<file path="src/rtl/gpio_pkg.sv">
package gpio_pkg;

    localparam int PINS_PER_PORT = 8;
    localparam int REG_W         = 16;
    localparam int MODE_W        = 2;

    typedef enum logic [1:0] {
        MODE_IN   = 2'b00,
        MODE_OUT  = 2'b01,
        MODE_RSV  = 2'b10,
        MODE_EDGE = 2'b11
    } pin_mode_e;

    typedef enum logic [1:0] {
        KIND_CFG  = 2'd0,
        KIND_DATA = 2'd1,
        KIND_ICTL = 2'd2,
        KIND_FLAG = 2'd3
    } reg_kind_e;

    typedef struct packed {
        logic [REG_W-1:0]         cfg;
        logic [PINS_PER_PORT-1:0] dout;
        logic [PINS_PER_PORT-1:0] mask;
        logic [PINS_PER_PORT-1:0] trig;
        logic [PINS_PER_PORT-1:0] flag;
        logic [PINS_PER_PORT-1:0] prev;
    } port_state_t;

endpackage

</file>
<file path="src/rtl/gpio_sync.sv">
module gpio_sync #(
    parameter int WIDTH  = 8,
    parameter int STAGES = 2
) (
    input  logic             clk,
    input  logic             rst_n,
    input  logic [WIDTH-1:0] async_i,
    output logic [WIDTH-1:0] sync_o
);
    logic [STAGES-1:0][WIDTH-1:0] chain_d, chain_q;

    always_comb begin
        chain_d[0] = async_i;
        for (int i = 1; i < STAGES; i++) begin
            chain_d[i] = chain_q[i-1];
        end
    end

    always_ff @(posedge clk or negedge rst_n) begin
        if (!rst_n) chain_q <= '0;
        else        chain_q <= chain_d;
    end

    assign sync_o = chain_q[STAGES-1];
endmodule

</file>
<file path="src/rtl/gpio_port.sv">
module gpio_port
    import gpio_pkg::*;
(
    input  logic                     clk,
    input  logic                     rst_n,
    input  logic [PINS_PER_PORT-1:0] pin_sync,
    input  logic                     wr_cfg,
    input  logic                     wr_data,
    input  logic                     wr_ictl,
    input  logic                     wr_flag,
    input  logic [REG_W-1:0]         wdata,
    output logic [REG_W-1:0]         cfg_o,
    output logic [PINS_PER_PORT-1:0] dout_o,
    output logic [PINS_PER_PORT-1:0] mask_o,
    output logic [PINS_PER_PORT-1:0] trig_o,
    output logic [PINS_PER_PORT-1:0] flag_o,
    output logic [PINS_PER_PORT-1:0] oe_o,
    output logic [PINS_PER_PORT-1:0] rd_data_o
);
    port_state_t st_d, st_q;
    logic [PINS_PER_PORT-1:0] hit;
    logic [PINS_PER_PORT-1:0] clr;

    always_comb begin
        st_d = st_q;
        for (int p = 0; p < PINS_PER_PORT; p++) begin
            pin_mode_e mode;
            mode   = pin_mode_e'(st_q.cfg[MODE_W*p +: MODE_W]);
            hit[p] = (mode == MODE_EDGE) &&
                     (st_q.trig[p] ? (pin_sync[p] && !st_q.prev[p])
                                   : (!pin_sync[p] && st_q.prev[p]));
            oe_o[p]      = (mode == MODE_OUT);
            rd_data_o[p] = oe_o[p] ? st_q.dout[p] : pin_sync[p];
        end
        clr        = wr_flag ? wdata[PINS_PER_PORT-1:0] : '0;
        st_d.flag  = (st_q.flag & ~clr) | hit;
        st_d.prev  = pin_sync;
        if (wr_cfg)  st_d.cfg  = wdata;
        if (wr_data) st_d.dout = wdata[PINS_PER_PORT-1:0];
        if (wr_ictl) begin
            st_d.mask = wdata[PINS_PER_PORT-1:0];
            st_d.trig = wdata[2*PINS_PER_PORT-1:PINS_PER_PORT];
        end
    end

    always_ff @(posedge clk or negedge rst_n) begin
        if (!rst_n) begin
            st_q      <= '0;
            st_q.mask <= '1;
        end else begin
            st_q <= st_d;
        end
    end

    assign cfg_o  = st_q.cfg;
    assign dout_o = st_q.dout;
    assign mask_o = st_q.mask;
    assign trig_o = st_q.trig;
    assign flag_o = st_q.flag;
endmodule

</file>
<file path="src/rtl/gpio_edge_ctrl.sv">
module gpio_edge_ctrl
    import gpio_pkg::*;
#(
    parameter int NUM_PORTS   = 5,
    parameter int SYNC_STAGES = 2,
    localparam int NPINS      = NUM_PORTS * PINS_PER_PORT,
    localparam int PORT_AW    = (NUM_PORTS > 1) ? $clog2(NUM_PORTS) : 1,
    localparam int ADDR_W     = PORT_AW + 3
) (
    input  logic              clk,
    input  logic              rst_n,
    input  logic              bus_sel,
    input  logic              bus_wr,
    input  logic [ADDR_W-1:0] bus_addr,
    input  logic [REG_W-1:0]  bus_wdata,
    output logic [REG_W-1:0]  bus_rdata,
    input  logic [NPINS-1:0]  pin_in,
    output logic [NPINS-1:0]  pad_oe,
    output logic [NPINS-1:0]  pad_out,
    output logic              irq
);
    reg_kind_e           kind;
    logic [PORT_AW-1:0]  port_idx;
    logic                aligned;
    logic                wr_any;
    logic [NPINS-1:0]    pin_sync;

    logic [REG_W-1:0]         cfg_a   [NUM_PORTS];
    logic [PINS_PER_PORT-1:0] dout_a  [NUM_PORTS];
    logic [PINS_PER_PORT-1:0] mask_a  [NUM_PORTS];
    logic [PINS_PER_PORT-1:0] trig_a  [NUM_PORTS];
    logic [PINS_PER_PORT-1:0] flag_a  [NUM_PORTS];
    logic [PINS_PER_PORT-1:0] rdd_a   [NUM_PORTS];

    logic [NPINS-1:0]         flag_flat;
    logic [NPINS-1:0]         mask_flat;
    logic [2*NPINS-1:0]       cfg_flat;

    logic irq_d, irq_q;

    assign kind     = reg_kind_e'(bus_addr[ADDR_W-1 -: 2]);
    assign port_idx = bus_addr[PORT_AW:1];
    assign aligned  = ~bus_addr[0];
    assign wr_any   = bus_sel & bus_wr & aligned;

    gpio_sync #(.WIDTH(NPINS), .STAGES(SYNC_STAGES)) u_sync (
        .clk     (clk),
        .rst_n   (rst_n),
        .async_i (pin_in),
        .sync_o  (pin_sync)
    );

    for (genvar g = 0; g < NUM_PORTS; g++) begin : g_port
        logic hit_port;
        assign hit_port = wr_any && (port_idx == PORT_AW'(g));

        gpio_port u_port (
            .clk       (clk),
            .rst_n     (rst_n),
            .pin_sync  (pin_sync[g*PINS_PER_PORT +: PINS_PER_PORT]),
            .wr_cfg    (hit_port && (kind == KIND_CFG)),
            .wr_data   (hit_port && (kind == KIND_DATA)),
            .wr_ictl   (hit_port && (kind == KIND_ICTL)),
            .wr_flag   (hit_port && (kind == KIND_FLAG)),
            .wdata     (bus_wdata),
            .cfg_o     (cfg_a[g]),
            .dout_o    (dout_a[g]),
            .mask_o    (mask_a[g]),
            .trig_o    (trig_a[g]),
            .flag_o    (flag_a[g]),
            .oe_o      (pad_oe[g*PINS_PER_PORT +: PINS_PER_PORT]),
            .rd_data_o (rdd_a[g])
        );

        assign pad_out  [g*PINS_PER_PORT +: PINS_PER_PORT] = dout_a[g];
        assign flag_flat[g*PINS_PER_PORT +: PINS_PER_PORT] = flag_a[g];
        assign mask_flat[g*PINS_PER_PORT +: PINS_PER_PORT] = mask_a[g];
        assign cfg_flat [g*REG_W +: REG_W]                 = cfg_a[g];
    end

    always_comb begin
        bus_rdata = '0;
        for (int g = 0; g < NUM_PORTS; g++) begin
            if (aligned && (port_idx == PORT_AW'(g))) begin
                case (kind)
                    KIND_CFG:  bus_rdata = cfg_a[g];
                    KIND_DATA: bus_rdata = {{(REG_W-PINS_PER_PORT){1'b0}}, rdd_a[g]};
                    KIND_ICTL: bus_rdata = {trig_a[g], mask_a[g]};
                    KIND_FLAG: bus_rdata = {{(REG_W-PINS_PER_PORT){1'b0}}, flag_a[g]};
                    default:   bus_rdata = '0;
                endcase
            end
        end
    end

    always_comb begin
        irq_d = |(flag_flat & ~mask_flat);
    end

    always_ff @(posedge clk or negedge rst_n) begin
        if (!rst_n) irq_q <= 1'b0;
        else        irq_q <= irq_d;
    end

    assign irq = irq_q;
endmodule

</file>
<file path="config.mk">
export PLATFORM = sky130hd
export DESIGN_NAME = gpio_edge_ctrl
export DESIGN_NICKNAME = d
export VERILOG_FILES = /design/src/rtl/gpio_pkg.sv /design/src/rtl/gpio_sync.sv /design/src/rtl/gpio_port.sv /design/src/rtl/gpio_edge_ctrl.sv
export SDC_FILE = /design/constraint.sdc
export NUM_CORES = 1
export LEC_CHECK = 0
export BUFFER_PORTS_ARGS = -buffer_cell sky130_fd_sc_hd__buf_2
export CELL_PAD_IN_SITES_DETAIL_PLACEMENT = 1
export CELL_PAD_IN_SITES_GLOBAL_PLACEMENT = 1
export CORE_ASPECT_RATIO = 0.6
export CORE_MARGIN = 3
export CORE_UTILIZATION = 48
export DETAILED_ROUTE_END_ITERATION = 10
export GPL_ROUTABILITY_DRIVEN = 1
export PLACE_DENSITY = 0.8
export SYNTH_ARGS = -nofsm -noshare
export SYNTH_HDL_FRONTEND = slang
export SYNTH_SLANG_ARGS = --single-unit
export TNS_END_PERCENT = 100
</file>
<file path="constraint.sdc">
create_clock -name clk -period 3.9 [get_ports clk]
set_input_delay 0.975 -clock clk [delete_from_list [all_inputs] [get_ports clk]]
set_output_delay 0.975 -clock clk [all_outputs]
set_load 0.005 [all_outputs]
</file>
Word-level counts from Yosys, hierarchy flattened
Cells that the tools add are included.
- add/subtract/negate cells: 0
- $mul: 0
- div/mod/pow operators: 0
- magnitude comparators: 0
- eq/ne operators: 87
- shift-type cells: 0
- muxes and demuxes: 95
- bitwise operators: 20
- reduce and logical (&&, ||, !) cells: 233
- operators by type and width (cell ; count):
    case mux 16 bit (4 select lines) ; 5
    logical AND 1 bit ; 150
    == test 2 bit (second input constant) ; 42
    == test 2 x 1 -> 1 bit (second input constant) ; 41
    logical NOT 1 bit ; 80
    2-to-1 mux 1 bit ; 80
    2-to-1 mux 16 bit ; 5
    bitwise AND 40 bit ; 1
    bitwise AND 8 bit ; 5
    2-to-1 mux 8 bit ; 5
    inverter 40 bit ; 1
    inverter 8 bit ; 5
    bitwise OR 8 bit ; 5
    OR reduction 40 bit ; 1
    == test 3 x 2 -> 1 bit (second input constant) ; 2
    == test 3 x 1 -> 1 bit (second input constant) ; 1
    == test 3 bit (second input constant) ; 1
    logical NOT 3 bit ; 1
    bitwise AND 1 bit ; 2
    logical NOT 2 bit ; 1
    inverter 1 bit ; 1
- flip-flop bits (word level): 361
- latch bits: 0
- bits in writable memories: 0
- bits in read-only memories: 0
- logic and storage cells: 468
- memories: 0

Logic depth before layout (Yosys ltp)
Gate-level depths: netlist of run 1.
- depth in word-level cells: 8
- depth in mapped cells: 8

Cells and area by module
A second synthesis of run 1 with hierarchy kept.
- cells, all modules: 1380
- area total of the unflattened synthesis: 18346.3 um^2
- modules (own cells, without submodules) (module ; instances ; cells an instance ; area each (um^2) ; seq. area each (um^2)):
    gpio_port ; 5 ; 206 ; 2768.9 ; 1411.4
    gpio_edge_ctrl ; 1 ; 270 ; 2499.9 ; 25.0
    gpio_sync ; 1 ; 80 ; 2001.9 ; 2001.9

Least setup slack after synthesis of run 1
Ideal clock, no wire load.
- path kind: in2out
- start point: input port bus_addr[5]
- end point: output port bus_rdata[7]
- arrival: 2417 ps
- required time: 2925 ps
- setup slack: 508 ps
- stages on the path: 5
- buffers on the path: 3
- path through: buf_2 buf_4 buf_2 mux4_2 a211o_1
- word-level cells in the longest chain between the ends: 7
- RTL lines (element ; RTL line ; source):
    from (decl) ; gpio_edge_ctrl.sv:14 ; input logic [ADDR_W-1:0] bus_addr,
    == test 2 bit (tied with other cells) ; gpio_edge_ctrl.sv:85 ; case (kind)
    case mux 16 bit (4 select lines) ; gpio_edge_ctrl.sv:85 ;
    2-to-1 mux 16 bit (4 in series) ; gpio_edge_ctrl.sv:84 ; if (aligned && (port_idx == PORT_AW'(g))) begin
    2-to-1 mux 16 bit (*) ; gpio_edge_ctrl.sv:84 ;
    to (decl) ; gpio_edge_ctrl.sv:16 ; output logic [REG_W-1:0] bus_rdata,
Mark *: on every way between the ends. The rest lies on a longest branch, timed or not.

Final worst setup path of run 1
- start point: input port bus_addr[2]
- end point: output port bus_rdata[13]
- word-level cells in the longest chain between the ends: 7
- RTL lines (element ; RTL line):
    logical NOT 3 bit ; gpio_edge_ctrl.sv:84
    logical AND 1 bit ; gpio_edge_ctrl.sv:84
    2-to-1 mux 16 bit (4 in series) ; gpio_edge_ctrl.sv:84
    2-to-1 mux 16 bit (*) ; gpio_edge_ctrl.sv:84
Marks and branches as above.

==> results of run 1 <==
## cells by family (layout without fill, tap and decap cells)
group                  Yosys count  after routing  synth area share, %
AO/OA/AOI/OAI                  218            218                 9.39
multiplexers                   308            308                 22.0
buffers and inverters          151            339                 4.78
AND/OR/NAND/NOR                273            273                 7.74
flip-flops                     361            361                 56.1
other                            0              1                    0
## cells in the final DEF, fill, tap and decap left out, drive strengths merged, types with 2 or more instances in the layout
| master | synthesis | final |
|---|---|---|
| dfrtp | 321 | 321 |
| mux2 | 235 | 235 |
| buf | 76 | 230 |
| nand2 | 145 | 145 |
| o21ai | 79 | 79 |
| mux2i | 59 | 59 |
| nor2 | 57 | 57 |
| clkbuf | 31 | 53 |
| inv | 44 | 47 |
| nor2b | 42 | 42 |
| a32o | 40 | 40 |
| dfstp | 40 | 40 |
| o22ai | 36 | 36 |
| a22oi | 15 | 15 |
| mux4 | 14 | 14 |
| a21oi | 10 | 10 |
| a222oi | 10 | 10 |
| a221oi | 8 | 8 |
| clkinv | 0 | 7 |
| nor3 | 6 | 6 |
| o21a | 5 | 5 |
| nor4 | 5 | 5 |
| nand2b | 4 | 4 |
| o221ai | 4 | 4 |
| o22a | 3 | 3 |
| a22o | 3 | 3 |
| nand3 | 3 | 3 |
| or2 | 3 | 3 |
| or3 | 2 | 2 |
| a211o | 2 | 2 |
| a211oi | 2 | 2 |
## metal layers
| layer | vias to the layer above | share of wire, % | track usage (%) |
|---|---|---|---|
| li1 | 4991 | - | - |
| met1 | 6278 | 44 | 43.2 |
| met2 | 525 | 43 | 44.4 |
| met3 | 107 | 10 | 9.64 |
| met4 | 2 | 3.1 | 9.61 |
| met5 | - | 0.024 | 0 |
## worst min-delay path by stage
stage / from / end / slack (ns) / depth (start not counted)
floorplan: u_sync.chain_d[40]$_DFF_PN0_ / u_sync.sync_o[0]$_DFF_PN0_ / 0.33 / 0
finish: u_sync.chain_d[44]$_DFF_PN0_ / u_sync.sync_o[4]$_DFF_PN0_ / 0.35 / 0
detailed placement: u_sync.chain_d[73]$_DFF_PN0_ / u_sync.sync_o[33]$_DFF_PN0_ / 0.34 / 0
global route: u_sync.chain_d[67]$_DFF_PN0_ / u_sync.sync_o[27]$_DFF_PN0_ / 0.35 / 0
global placement: u_sync.chain_d[74]$_DFF_PN0_ / u_sync.sync_o[34]$_DFF_PN0_ / 0.33 / 0
CTS: u_sync.chain_d[44]$_DFF_PN0_ / u_sync.sync_o[4]$_DFF_PN0_ / 0.35 / 0
## power by group through the flow
stage | registers, uW | logic (uW) | clock network (uW)
4_1_cts | 4320 | 1030 | 3590
3_5_place_dp | 4380 | 1020 | 0
5_1_grt | 4360 | 1110 | 3750
6_report | 4330 | 1030 | 3540
3_3_place_gp | 4360 | 985 | 0
2_1_floorplan | 4260 | 603 | 0
## metrics by stage
step                setup slack, ns  hold slack (ns)  instance area (um^2)  util [%]  total power, uW
finish                       0.0901            0.345                 18800      57.4             8900
global route                0.00650            0.352                 18800      57.3             9230
CTS                          0.0457            0.349                 18800      57.3             8940
detailed placement            0.131            0.336                 17600      53.7             5400
global placement              0.139            0.332                 17600      53.7             5350
floorplan                     0.508            0.331                 16200         -             4860
## what timing repair did
item                                    in CTS  in global routing
resized for setup                            0                  3
hold buffers                                 0                  0
endpoints found under the setup margin       0                  2
## area by class of cell
| type | count | area [um^2] |
|---|---|---|
| Clock buffer | 53 | 1090 |
| Fill cell | 3379 | 14000 |
| Antenna cell | 1 | 2.50 |
| Timing Repair Buffer | 230 | 1480 |
| Multi-Input combinational cell | 799 | 6330 |
| Tap cell | 450 | 563 |
| Sequential cell | 361 | 9080 |
| Inverter | 44 | 165 |
| Clock inverter | 12 | 103 |
## critical path, stage by stage
cell and delay [ns]:
buf_2 0.19, buf_4 0.21, or3b_2 0.60, o22ai_1 0.18, o21ai_0 0.20, o22ai_1 0.24
o21a_1 0.13, buf_2 0.11
## state kept, by name, summed over array words and instances, names as in the netlist
register / flops
g_port.u_port.trig_o: 40
g_port.u_port.mask_o: 40
g_port.u_port.cfg_o: 80
g_port.u_port.st_q: 40
g_port.u_port.dout_o: 40
u_sync.sync_o: 40
g_port.u_port.flag_o: 40
irq: 1
u_sync.chain_d: 40
## cell usage after synthesis (2+ instances only)
cell / count
o22a_1: 3
a222oi_1: 10
mux2_1: 8
mux4_2: 14
buf_2: 21
inv_1: 44
mux2i_1: 59
nor3_1: 3
o22ai_1: 36
clkbuf_1: 31
nor2_1: 53
nand2_1: 145
nand3_1: 2
dfrtp_1: 321
mux2_2: 227
nor4_1: 4
nand2b_1: 4
a211o_1: 2
nor2_2: 3
buf_6: 2
dfstp_2: 40
buf_4: 44
a221oi_1: 8
or3_1: 2
a22o_1: 3
nor3_2: 2
a32o_1: 40
or2_2: 2
o21ai_0: 79
a211oi_1: 2
nor2b_1: 42
o221ai_1: 4
a21oi_1: 10
o21a_1: 5
buf_1: 9
a22oi_1: 15
==> results.md, run 1 <==
- Nets: 1538
- Max Root-Sink Buffers: 3
- R2r setup slk: 1.60 ns
- Number of placement rows: 51
- Yosys Warn Count: 0
- Top Ports: roughly 160
- Setup bufs post-CTS: 0
- Overflow after GRT: 0
- Fmax: 262 MHz
- DRT Pass-1 Iters: 6
- First-pass GRT wire length: slightly above 80000 um
- Via-to-Cell Ratio: about 6
- Slew HR: between 30% and 40%
- CTS Buf Count: 36
- NetSw: ~2400 uW
- Crit Path Max Fanout: 11
- Routed wire per std cell: roughly 28 um
- Yosys reg bits: 361
- Clock Sinks: approximately 360
- Post-synth top area share: approximately half
- Placed cells: ~1900
- Core Area: around 33000 um^2
- Leading area contributor after synthesis: dfrtp_1
- Leading post-synthesis cells by cell area: dfrtp_1 50%, mux2_2 16%, dfstp_2 6.5%
- Via Count: 11900
- Worst reg2reg startpoint: g_port[4].u_port.mask_o[7]$_DFFE_PN1P_
- Pint: approximately 6500 uW
- Max cap viols: 0
- Crit Reg-Reg Endpoint: irq$_DFF_PN0_
- Number of distinct library cells after synthesis: 48
- Hpwl dp: slightly below 40000 um
- Synth-to-layout area growth: 16.3%
- # H-tree levels: 2
- Die Width: between 200 and 250 um
- PD cells: around 470 nW/um^2
- Min-delay worst type: flip-flop to flip-flop
- Initial antenna violation count: 3
- Syn Area/Cell: approximately 12 um^2
- Crit Path Class: input port to output port
- Setup TNS: 0 ns
- Worst-margin pin slew: roughly 0.91 ns
- Synth Cell Area: about 16000 um^2
- Mapped Cells: 1311
- Starting Density: between 40% and 50%
- Worst-case clock skew: between 0.02 and 0.025 ns
- Clock power share: 39.8%
- Vias in the first global route: ~12000
- Sequential power share: 48.6%
- Final setup violation count: 0
- CTS tree: built
- Syn_nets: between 1000 and 1500
- RSZ-0062 raised after global routing: false
- Final non-filler cell total: around 2000
- Clk_lat worst skew: approximately 0.55 ns
- Die area: about 36000 um^2
- Sw frac: between 20% and 30%
- Final Hold Fails: 0
- Number of synthesized flops with an enable pin: 0
- Starting DRT DRC Count: 1310
- Detailed Route WL: roughly 54000 um
- CP startpoint kind: input port
- Period Utilization, post-route: a little over nine tenths
- Critical Path Start: bus_addr[2]
- Reg2Reg Depth: 4
- Final Max Tran Viols: 0
- Top FF cell, synth: dfrtp_1
- Max rail drop VDD: approximately 0.00038 V
- Final ANT Viol Nets: 0
- Largest net degree at the start of global routing: ~90
- Critical path endpoint: bus_rdata[13]
- Share of cells above drive strength 1: ~40%
- Status: finished clean
- CP arrival: approximately 2.8 ns
- Comb power frac: ~12%
- Gpl congestion: between 0.9 and 1
- Async S/R FF share, synth: 100%
- # port buffers: 162
- Root Driver: clkbuf_16
- Aggregate global-route resource usage: 30.3%
- Die height: approximately 150 um
- WP data required: slightly below 3 ns
- Tmin final: 3.81 ns
- Drc violations: 0
- Leak: 0.00871 uW
- Clock-pin transition on the worst setup and hold timing paths: approximately 0.060 ns
- Sequential area share after synthesis: a little under three fifths
- CP endpoint kind: output port
No activity file was read; power rests on OpenSTA's default activity.
==> run 2: changes to the inputs <==
CTS_BUF_LIST = sky130_fd_sc_hd__clkbuf_4 sky130_fd_sc_hd__clkbuf_8 sky130_fd_sc_hd__clkbuf_16   (was unset)
GPL_ROUTABILITY_DRIVEN = unset   (was 1)
RECOVER_POWER = 100   (was unset)
==> results.md, run 2 (same netlist as run 1, synthesis figures left out) <==
- Synth-to-layout area growth: 14.6% (was 16.3%)
- Final Hold Fails: 0 (unchanged)
- Failing checks: max-capacitance violations, max-slew violations
- Setup bufs post-CTS: 0 (unchanged)
- DRT Pass-1 Iters: 7 (was 6)
- Starting DRT DRC Count: 1188 (was 1310)
- CP endpoint kind: output port (unchanged)
- Leak: 0.00836 uW (was 0.00871 uW)
- Top Ports: 163 (unchanged)
- Hpwl dp: 39200 um (unchanged)
- Tmin final: 3.81 ns (about the same)
- Worst-case clock skew: 0.0236 ns (was 0.0209 ns)
- # port buffers: 162 (unchanged)
- Drc violations: 0 (unchanged)
- Reg2Reg Depth: 4 (unchanged)
- Via Count: 11900 (about the same)
- Clock Sinks: 361 (unchanged)
- Initial antenna violation count: 3 (unchanged)
- Max rail drop VDD: 0.000383 V (was 0.000382 V)
- Status: complete, but fails checks (was finished clean)
- Top Family by Delay on Critical Path: compound AO/OA/AOI/OAI gates (unchanged)
- Aggregate global-route resource usage: 30.4% (was 30.3%)
- CP arrival: 2.84 ns (was 2.83 ns)
- Worst-path cell chain: nor2b_1, mux2_1, a222oi_1, o22ai_1, a211o_1, buf_2 (was buf_2, buf_4, or3b_2, o22ai_1, o21ai_0, o22ai_1, o21a_1, buf_2)
- RSZ-0062 raised after global routing: false (unchanged)
- Core Area: 32800 um^2 (unchanged)
- Pre-CTS setup slack: 0.131 ns (unchanged)
- Hold Crit Start: u_sync.chain_d[44]$_DFF_PN0_ (unchanged)
- Gpl congestion: 0.917 (unchanged)
- Final Max Tran Viols: 91 (was 0)
- Pint: 6540 uW (was 6520 uW)
- Final ANT Viol Nets: 0 (unchanged)
- R2r setup slk: 1.68 ns (was 1.60 ns)
- Sw frac: 26.7% (was 26.8%)
- Comb power frac: 11.3% (was 11.6%)
- Overflow after GRT: 0 (unchanged)
- Largest stage delay, worst path: 0.54 ns (was 0.60 ns)
- Top Layer Used: met5 (unchanged)
- Final setup violation count: 0 (unchanged)
- Die Width: 243 um (unchanged)
- Crit Reg-Reg Endpoint: irq$_DFF_PN0_ (unchanged)
- Met2 WL: 23100 um (was 23000 um)
- Met3 Routed Length: 5360 um (was 5430 um)
- Clk_lat worst skew: 0.55 ns (about the same)
- Crit Path Class: flip-flop to output port (was input port to output port)
- Commonest non-fill, non-tap cell in the layout: dfrtp_1 (unchanged)
- Design Area, Final: 18500 um^2 (was 18800 um^2)
- WP data required: 2.92 ns (about the same)
- Hold Path Depth: 0 (unchanged)
- Nets: 1538 (unchanged)
- Most frequent cells in the layout: 321 x dfrtp_1, 224 x mux2_2, 145 x nand2_1 (was 321 x dfrtp_1, 227 x mux2_2, 160 x buf_2)
- Detailed Route WL: 54200 um (was 54000 um)
- Crit Path Max Fanout: 4 (was 11)
- Util after Layout: 56.5% (was 57.4%)
- # H-tree levels: 2 (unchanged)
- Min-delay worst type: flip-flop to flip-flop (unchanged)
- Worst reg2reg startpoint: g_port[4].u_port.mask_o[7]$_DFFE_PN1P_ (unchanged)
- CTS Buf Count: 36 (unchanged)
- Clock power share: 40.2% (was 39.8%)
- NetSw: 2380 uW (about the same)
- ANT cells: 0 (was 1)
- Worst-margin pin slew: 2.33 ns (was 0.910 ns)
- Area post-placement: 17600 um^2 (unchanged)
- Die area: 36000 um^2 (unchanged)
- CTS Hold Bufs: 0 (unchanged)
- Endpoint, Worst Hold: u_sync.sync_o[4]$_DFF_PN0_ (unchanged)
- Starting Density: 49.3% (unchanged)
- Period Utilization, post-route: 97.8% (was 97.7%)
- Number of placement rows: 51 (unchanged)
- CTS tree: built (unchanged)
- Slew HR: -55.2% (was 39.2%)
- Vias in the first global route: 12500 (about the same)
- Fmax: 262 MHz (about the same)
- Met1 WL: 23900 um (about the same)
- Post-route setup slack: 0.0861 ns (was 0.0901 ns)
- CP startpoint kind: flip-flop (was input port)
- First-pass GRT wire length: 81300 um (was 81200 um)
- Max reg flops: 80 (unchanged)
- Sequential power share: 48.6% (about the same)
- Die height: 148 um (unchanged)
- Max Root-Sink Buffers: 3 (unchanged)
- Setup TNS: 0 ns (unchanged)
- Share of cells above drive strength 1: 33.2% (was 39.0%)
- Max cap viols: 1 (was 0)
- Clock-pin transition on the worst setup and hold timing paths: 0.06 ns (about the same)
- Routed wire per std cell: 27.8 um (was 27.7 um)
- Post_cts resized: 0 (unchanged)
- Root Driver: clkbuf_16 (unchanged)
- Via-to-Cell Ratio: 6.09 (was 6.10)
- Slowest CP cell: dfrtp_1 (was or3b_2)
- Crit path buf inv count: 1 (was 3)
- Largest net degree at the start of global routing: 91 (unchanged)
- PD cells: 481 nW/um^2 (was 473 nW/um^2)
-- run 2: changes by cell type in the layout (fill, tap and decap cells not counted), sizes merged --
cell | previous run | this run
buf | 230 | 131
clkbuf | 53 | 152
diode | 1 | 0
-- run 2: worst reg2reg max path: stages, from the launching register on --
cell and delay, ns:
dfstp_2 0.53, inv_1 0.05, a22oi_1 0.49, o221ai_1 0.36, or4_1 0.66
-- run 2: area by class of cell --
class	instances	area, um^2
timing repair buffer	230	1240
sequential	361	9080
tap	450	563
multi-input combinational	799	6280
clock inverter	12	103
clock buffer	53	1110
inverter	44	165
fill	3437	14300
-- run 2: power groups by stage --
stage                     logic (uW)  clock network, uW  registers (uW)
after global placement           985                  0            4360
after detailed placement        1020                  0            4380
after floorplan                  603                  0            4260
after global routing            1080               3800            4360
final                           1000               3580            4330
after CTS                       1030               3640            4320
-- run 2: stage by stage --
stage               hold slack [ns]  cells  total power, uW
finish                        0.346   1949             8920
global placement              0.332   1884             5350
detailed placement            0.336   1884             5400
global route                  0.352   1949             9240
CTS                           0.349   1949             8980
floorplan                     0.331   1311             4860
-- run 2: worst max-delay path by stage --
stage                                                 startpoint            end  slack [ns]  cells past startpoint
after floorplan                                      bus_addr[5]   bus_rdata[7]        0.51                      5
after global placement                               bus_addr[1]  bus_rdata[11]        0.14                      8
after detailed placement                             bus_addr[4]   bus_rdata[7]        0.13                      9
after CTS                                            bus_addr[2]  bus_rdata[10]        0.05                      8
after global routing                                 bus_addr[1]  bus_rdata[11]        0.01                      8
final                     g_port[3].u_port.cfg_o[14]$_DFFE_PN0P_   bus_rdata[7]        0.09                      6
-- run 2: routing by layer --
layer	vias to the layer above	GRT usage, %
met3	111	9.71
met5	-	0
li1	4981	-
met2	516	44.5
met1	6267	43.3
met4	2	9.61
==> run 3: changes to the inputs <==
ABC_AREA = 1   (was unset)
CORE_UTILIZATION = 45   (was 48)
SYNTH_HIERARCHICAL = 1   (was unset)
TNS_END_PERCENT = unset   (was 100)
==> results.md, run 3 <==
- Status: complete, but fails checks (unchanged)
- Failing checks: max-capacitance violations, max-slew violations (unchanged)
- Number of distinct library cells after synthesis: 30 (was 48)
- Max cap viols: 1 (unchanged)
- Leak: 0.0105 uW (was 0.00836 uW)
- Via Count: 14900 (was 11900)
- Crit Path Class: flip-flop to output port (unchanged)
- Largest family of logic cells by synthesized area: simple AND/OR/NAND/NOR gates (was multiplexers)
- Routed wire per std cell: 22.2 um (was 27.8 um)
- Synth Cell Area: 19000 um^2 (was 16200 um^2)
- Period Utilization, post-route: 94.5% (was 97.8%)
- Via-to-Cell Ratio: 5.26 (was 6.09)
- First-pass GRT wire length: 95500 um (was 81300 um)
- Area of the multi-input gates: 6160 um^2 (was 6280 um^2)
- Most common library cells after synthesis: 764 x nand2_1, 325 x inv_1, 321 x dfrtp_1 (was 321 x dfrtp_1, 227 x mux2_2, 145 x nand2_1)
- Max Root-Sink Buffers: 3 (unchanged)
- DRT Pass-1 Iters: 7 (unchanged)
- Min-delay worst type: flip-flop to flip-flop (unchanged)
- Crit Reg-Reg Endpoint: irq$_DFF_PN0_ (unchanged)
- Most frequent cells in the layout: 764 x nand2_1, 327 x inv_1, 321 x dfrtp_1 (was 321 x dfrtp_1, 224 x mux2_2, 145 x nand2_1)
- Final Hold Fails: 0 (unchanged)
- Die height: 165 um (was 148 um)
- Worst-case clock skew: 0.0231 ns (was 0.0236 ns)
- Reg2Reg Depth: 7 (was 4)
- Final setup violation count: 0 (unchanged)
- Overflow after GRT: 0 (unchanged)
- Reg area: 9080 um^2 (unchanged)
- Initial antenna violation count: 3 (unchanged)
- Starting Density: 46.3% (was 49.3%)
- Nets: 2316 (was 1538)
- Library cell with the highest instance count after synthesis: nand2_1 (was dfrtp_1)
- WP data required: 2.92 ns (about the same)
- Post-synthesis compound-gate area fraction: 6.63% (was 9.39%)
- Final ANT Viol Nets: 0 (unchanged)
- Clock-pin transition on the worst setup and hold timing paths: 0.07 ns (was 0.06 ns)
- Detailed Route WL: 63000 um (was 54200 um)
- Post-synthesis xor/xnor area fraction: 0% (unchanged)
- Yosys Warn Count: 6 (was 0)
- Starting DRT DRC Count: 1295 (was 1188)
- Post-synth top area share: 42.3% (was 49.6%)
- M2 GR Usage: 43.1% (was 44.5%)
- Pre-CTS setup slack: 0.325 ns (was 0.131 ns)
- Worst reg2reg startpoint: g_port[3].u_port/mask_o[2]$_DFFE_PN1P_ (was g_port[4].u_port.mask_o[7]$_DFFE_PN1P_)
- Critical Path Start: g_port[2].u_port/cfg_o[15]$_DFFE_PN0P_ (was g_port[3].u_port.cfg_o[14]$_DFFE_PN0P_)
- Hpwl dp: 44600 um (was 39200 um)
- Die area: 44800 um^2 (was 36000 um^2)
- Clk_lat worst skew: 0.55 ns (about the same)
- Worst-path cell chain: inv_1, nand2_1, o21ai_0, nand2_1, nand4_1, nand2_1, nand4_1, clkbuf_1 (was nor2b_1, mux2_1, a222oi_1, o22ai_1, a211o_1, buf_2)
- Met3 Use GR: 7.02% (was 9.71%)
- Top Ports: 163 (unchanged)
- Max reg flops: 80 (unchanged)
- Gpl congestion: 0.932 (was 0.917)
- Slowest CP cell: o21ai_0 (was dfrtp_1)
- Post-Synth Adder-Cell Area: 0% (unchanged)
- CP arrival: 2.71 ns (was 2.84 ns)
- Aggregate global-route resource usage: 28.2% (was 30.4%)
- PD cells: 480 nW/um^2 (was 481 nW/um^2)
- Number of placement rows: 57 (was 51)
- Core Area: 41100 um^2 (was 32800 um^2)
- GR Util met1: 40.2% (was 43.3%)
- Post-Synth Simple-Gate Area: 21.0% (was 7.74%)
- R2r setup slk: 2.33 ns (was 1.68 ns)
- Worst-margin pin slew: 2.16 ns (was 2.33 ns)
- CP startpoint kind: flip-flop (unchanged)
- Final Max Tran Viols: 75 (was 91)
- Max rail drop VDD: 0.000285 V (was 0.000383 V)
- Root Driver: clkbuf_16 (unchanged)
- CTS Buf Count: 36 (unchanged)
- Syn Area/Cell: 8.17 um^2 (was 12.3 um^2)
- Drc violations: 0 (unchanged)
- Multiplexer share of the synthesized area: 5.53% (was 22.0%)
- Clock Sinks: 361 (unchanged)
- Top FF cell, synth: dfrtp_1 (unchanged)
- Vias in the first global route: 15700 (was 12500)
- Setup bufs post-CTS: 0 (unchanged)
- Global route hottest layer: met2 (unchanged)
- Share of cells above drive strength 1: 12.3% (was 33.2%)
- CTS Hold Bufs: 0 (unchanged)
- Sequential area share after synthesis: 47.8% (was 56.1%)
- Synth-to-layout area growth: 2.81% (was 14.6%)
- Async S/R FF share, synth: 100% (unchanged)
- Leading post-synthesis cells by cell area: dfrtp_1 42%, nand2_1 15%, buf_4 9.6% (was dfrtp_1 50%, mux2_2 16%, dfstp_2 6.5%)
- Largest net degree at the start of global routing: 78 (was 91)
- Mapped Cells: 2327 (was 1311)
- Commonest non-fill, non-tap cell in the layout: nand2_1 (was dfrtp_1)
- Setup TNS: 0 ns (unchanged)
- Hold Crit Start: u_sync/chain_d[69]$_DFF_PN0_ (was u_sync.chain_d[44]$_DFF_PN0_)
- Largest stage delay, worst path: 0.72 ns (was 0.54 ns)
- Syn_nets: 2393 (was 1377)
- Slew HR: -43.8% (was -55.2%)
- Fill count: 5076 (was 3437)
- # H-tree levels: 2 (unchanged)
- CTS tree: built (unchanged)
- CP endpoint kind: output port (unchanged)
- Critical path endpoint: bus_rdata[7] (unchanged)
- Tmin final: 3.69 ns (was 3.81 ns)
- Yosys reg bits: 361 (unchanged)
- RSZ-0062 raised after global routing: false (unchanged)
- Fmax: 271 MHz (was 262 MHz)
- Post_cts resized: 0 (unchanged)
- Crit Path Max Fanout: 3 (was 4)
- Number of synthesized flops with an enable pin: 0 (unchanged)
- Most used cell, CP: nand2_1
- Post-route setup slack: 0.215 ns (was 0.0861 ns)
- Die Width: 271 um (was 243 um)
- Leading area contributor after synthesis: dfrtp_1 (unchanged)
- # port buffers: 162 (unchanged)
==> run 3: area by class of cell <==
class                           instances  share of cell area, %
Tap cell                              560                   3.59
Multi-Input combinational cell       1315                   31.5
Inverter                              338                   6.49
Clock inverter                         12                   1.01
Timing Repair Buffer                  198                   5.26
Sequential cell                       361                   46.5
Clock buffer                           53                   5.67
Antenna cell                            1                 0.0128
==> run 3: worst max-delay path, delay by kind of cell, from the launching register on <==
kind,cells,cell delay (ns)
AND/OR/NAND/NOR,5,0.84
buffers and inverters,2,0.22
flip-flops,1,0.40
AO/OA/AOI/OAI,1,0.72
==> run 3: logic make-up (layout without fill, tap and decap cells) <==
logic type             count (synthesis)  in the layout
and+or+nand+nor                     1001           1001
AOI/OAI and AO/OA                    234            234
buffers and inverters                651            601
other                                  0              1
muxes                                 80             80
DFF                                  361            361
==> run 3: worst min path at each step <==
stage                                   to  slack [ns]  cells past startpoint
6_report       u_sync/sync_o[29]$_DFF_PN0_        0.35                      0
5_1_grt         u_sync/sync_o[5]$_DFF_PN0_        0.36                      0
4_1_cts        u_sync/sync_o[37]$_DFF_PN0_        0.35                      0
3_5_place_dp   u_sync/sync_o[15]$_DFF_PN0_        0.34                      0
3_3_place_gp   u_sync/sync_o[31]$_DFF_PN0_        0.33                      0
2_1_floorplan   u_sync/sync_o[0]$_DFF_PN0_        0.33                      0
==> run 3: per-stage QoR <==
step                hold WS, ns  power, uW  std cells  util (%)  instance area [um^2]
floorplan                 0.331       5310       2327         -                 19000
global placement          0.332       5510       2772      45.2                 18600
detailed placement        0.336       5580       2772      45.2                 18600
CTS                       0.350       9470       2837      48.4                 19900
global route              0.357       9760       2837      47.6                 19500
finish                    0.347       9380       2838      47.6                 19500
==> run 3: where the power goes <==
part	internal (uW)	switching [uW]
clock	2310	1570
sequential	4110	326
combinational	347	719
total	6760	2610
==> run 3: layer usage <==
layer	wire (um)	vias to the layer above
met5	0	-
met4	1520	0
met3	5580	98
met2	27200	544
met1	28800	7554
li1	-	6731
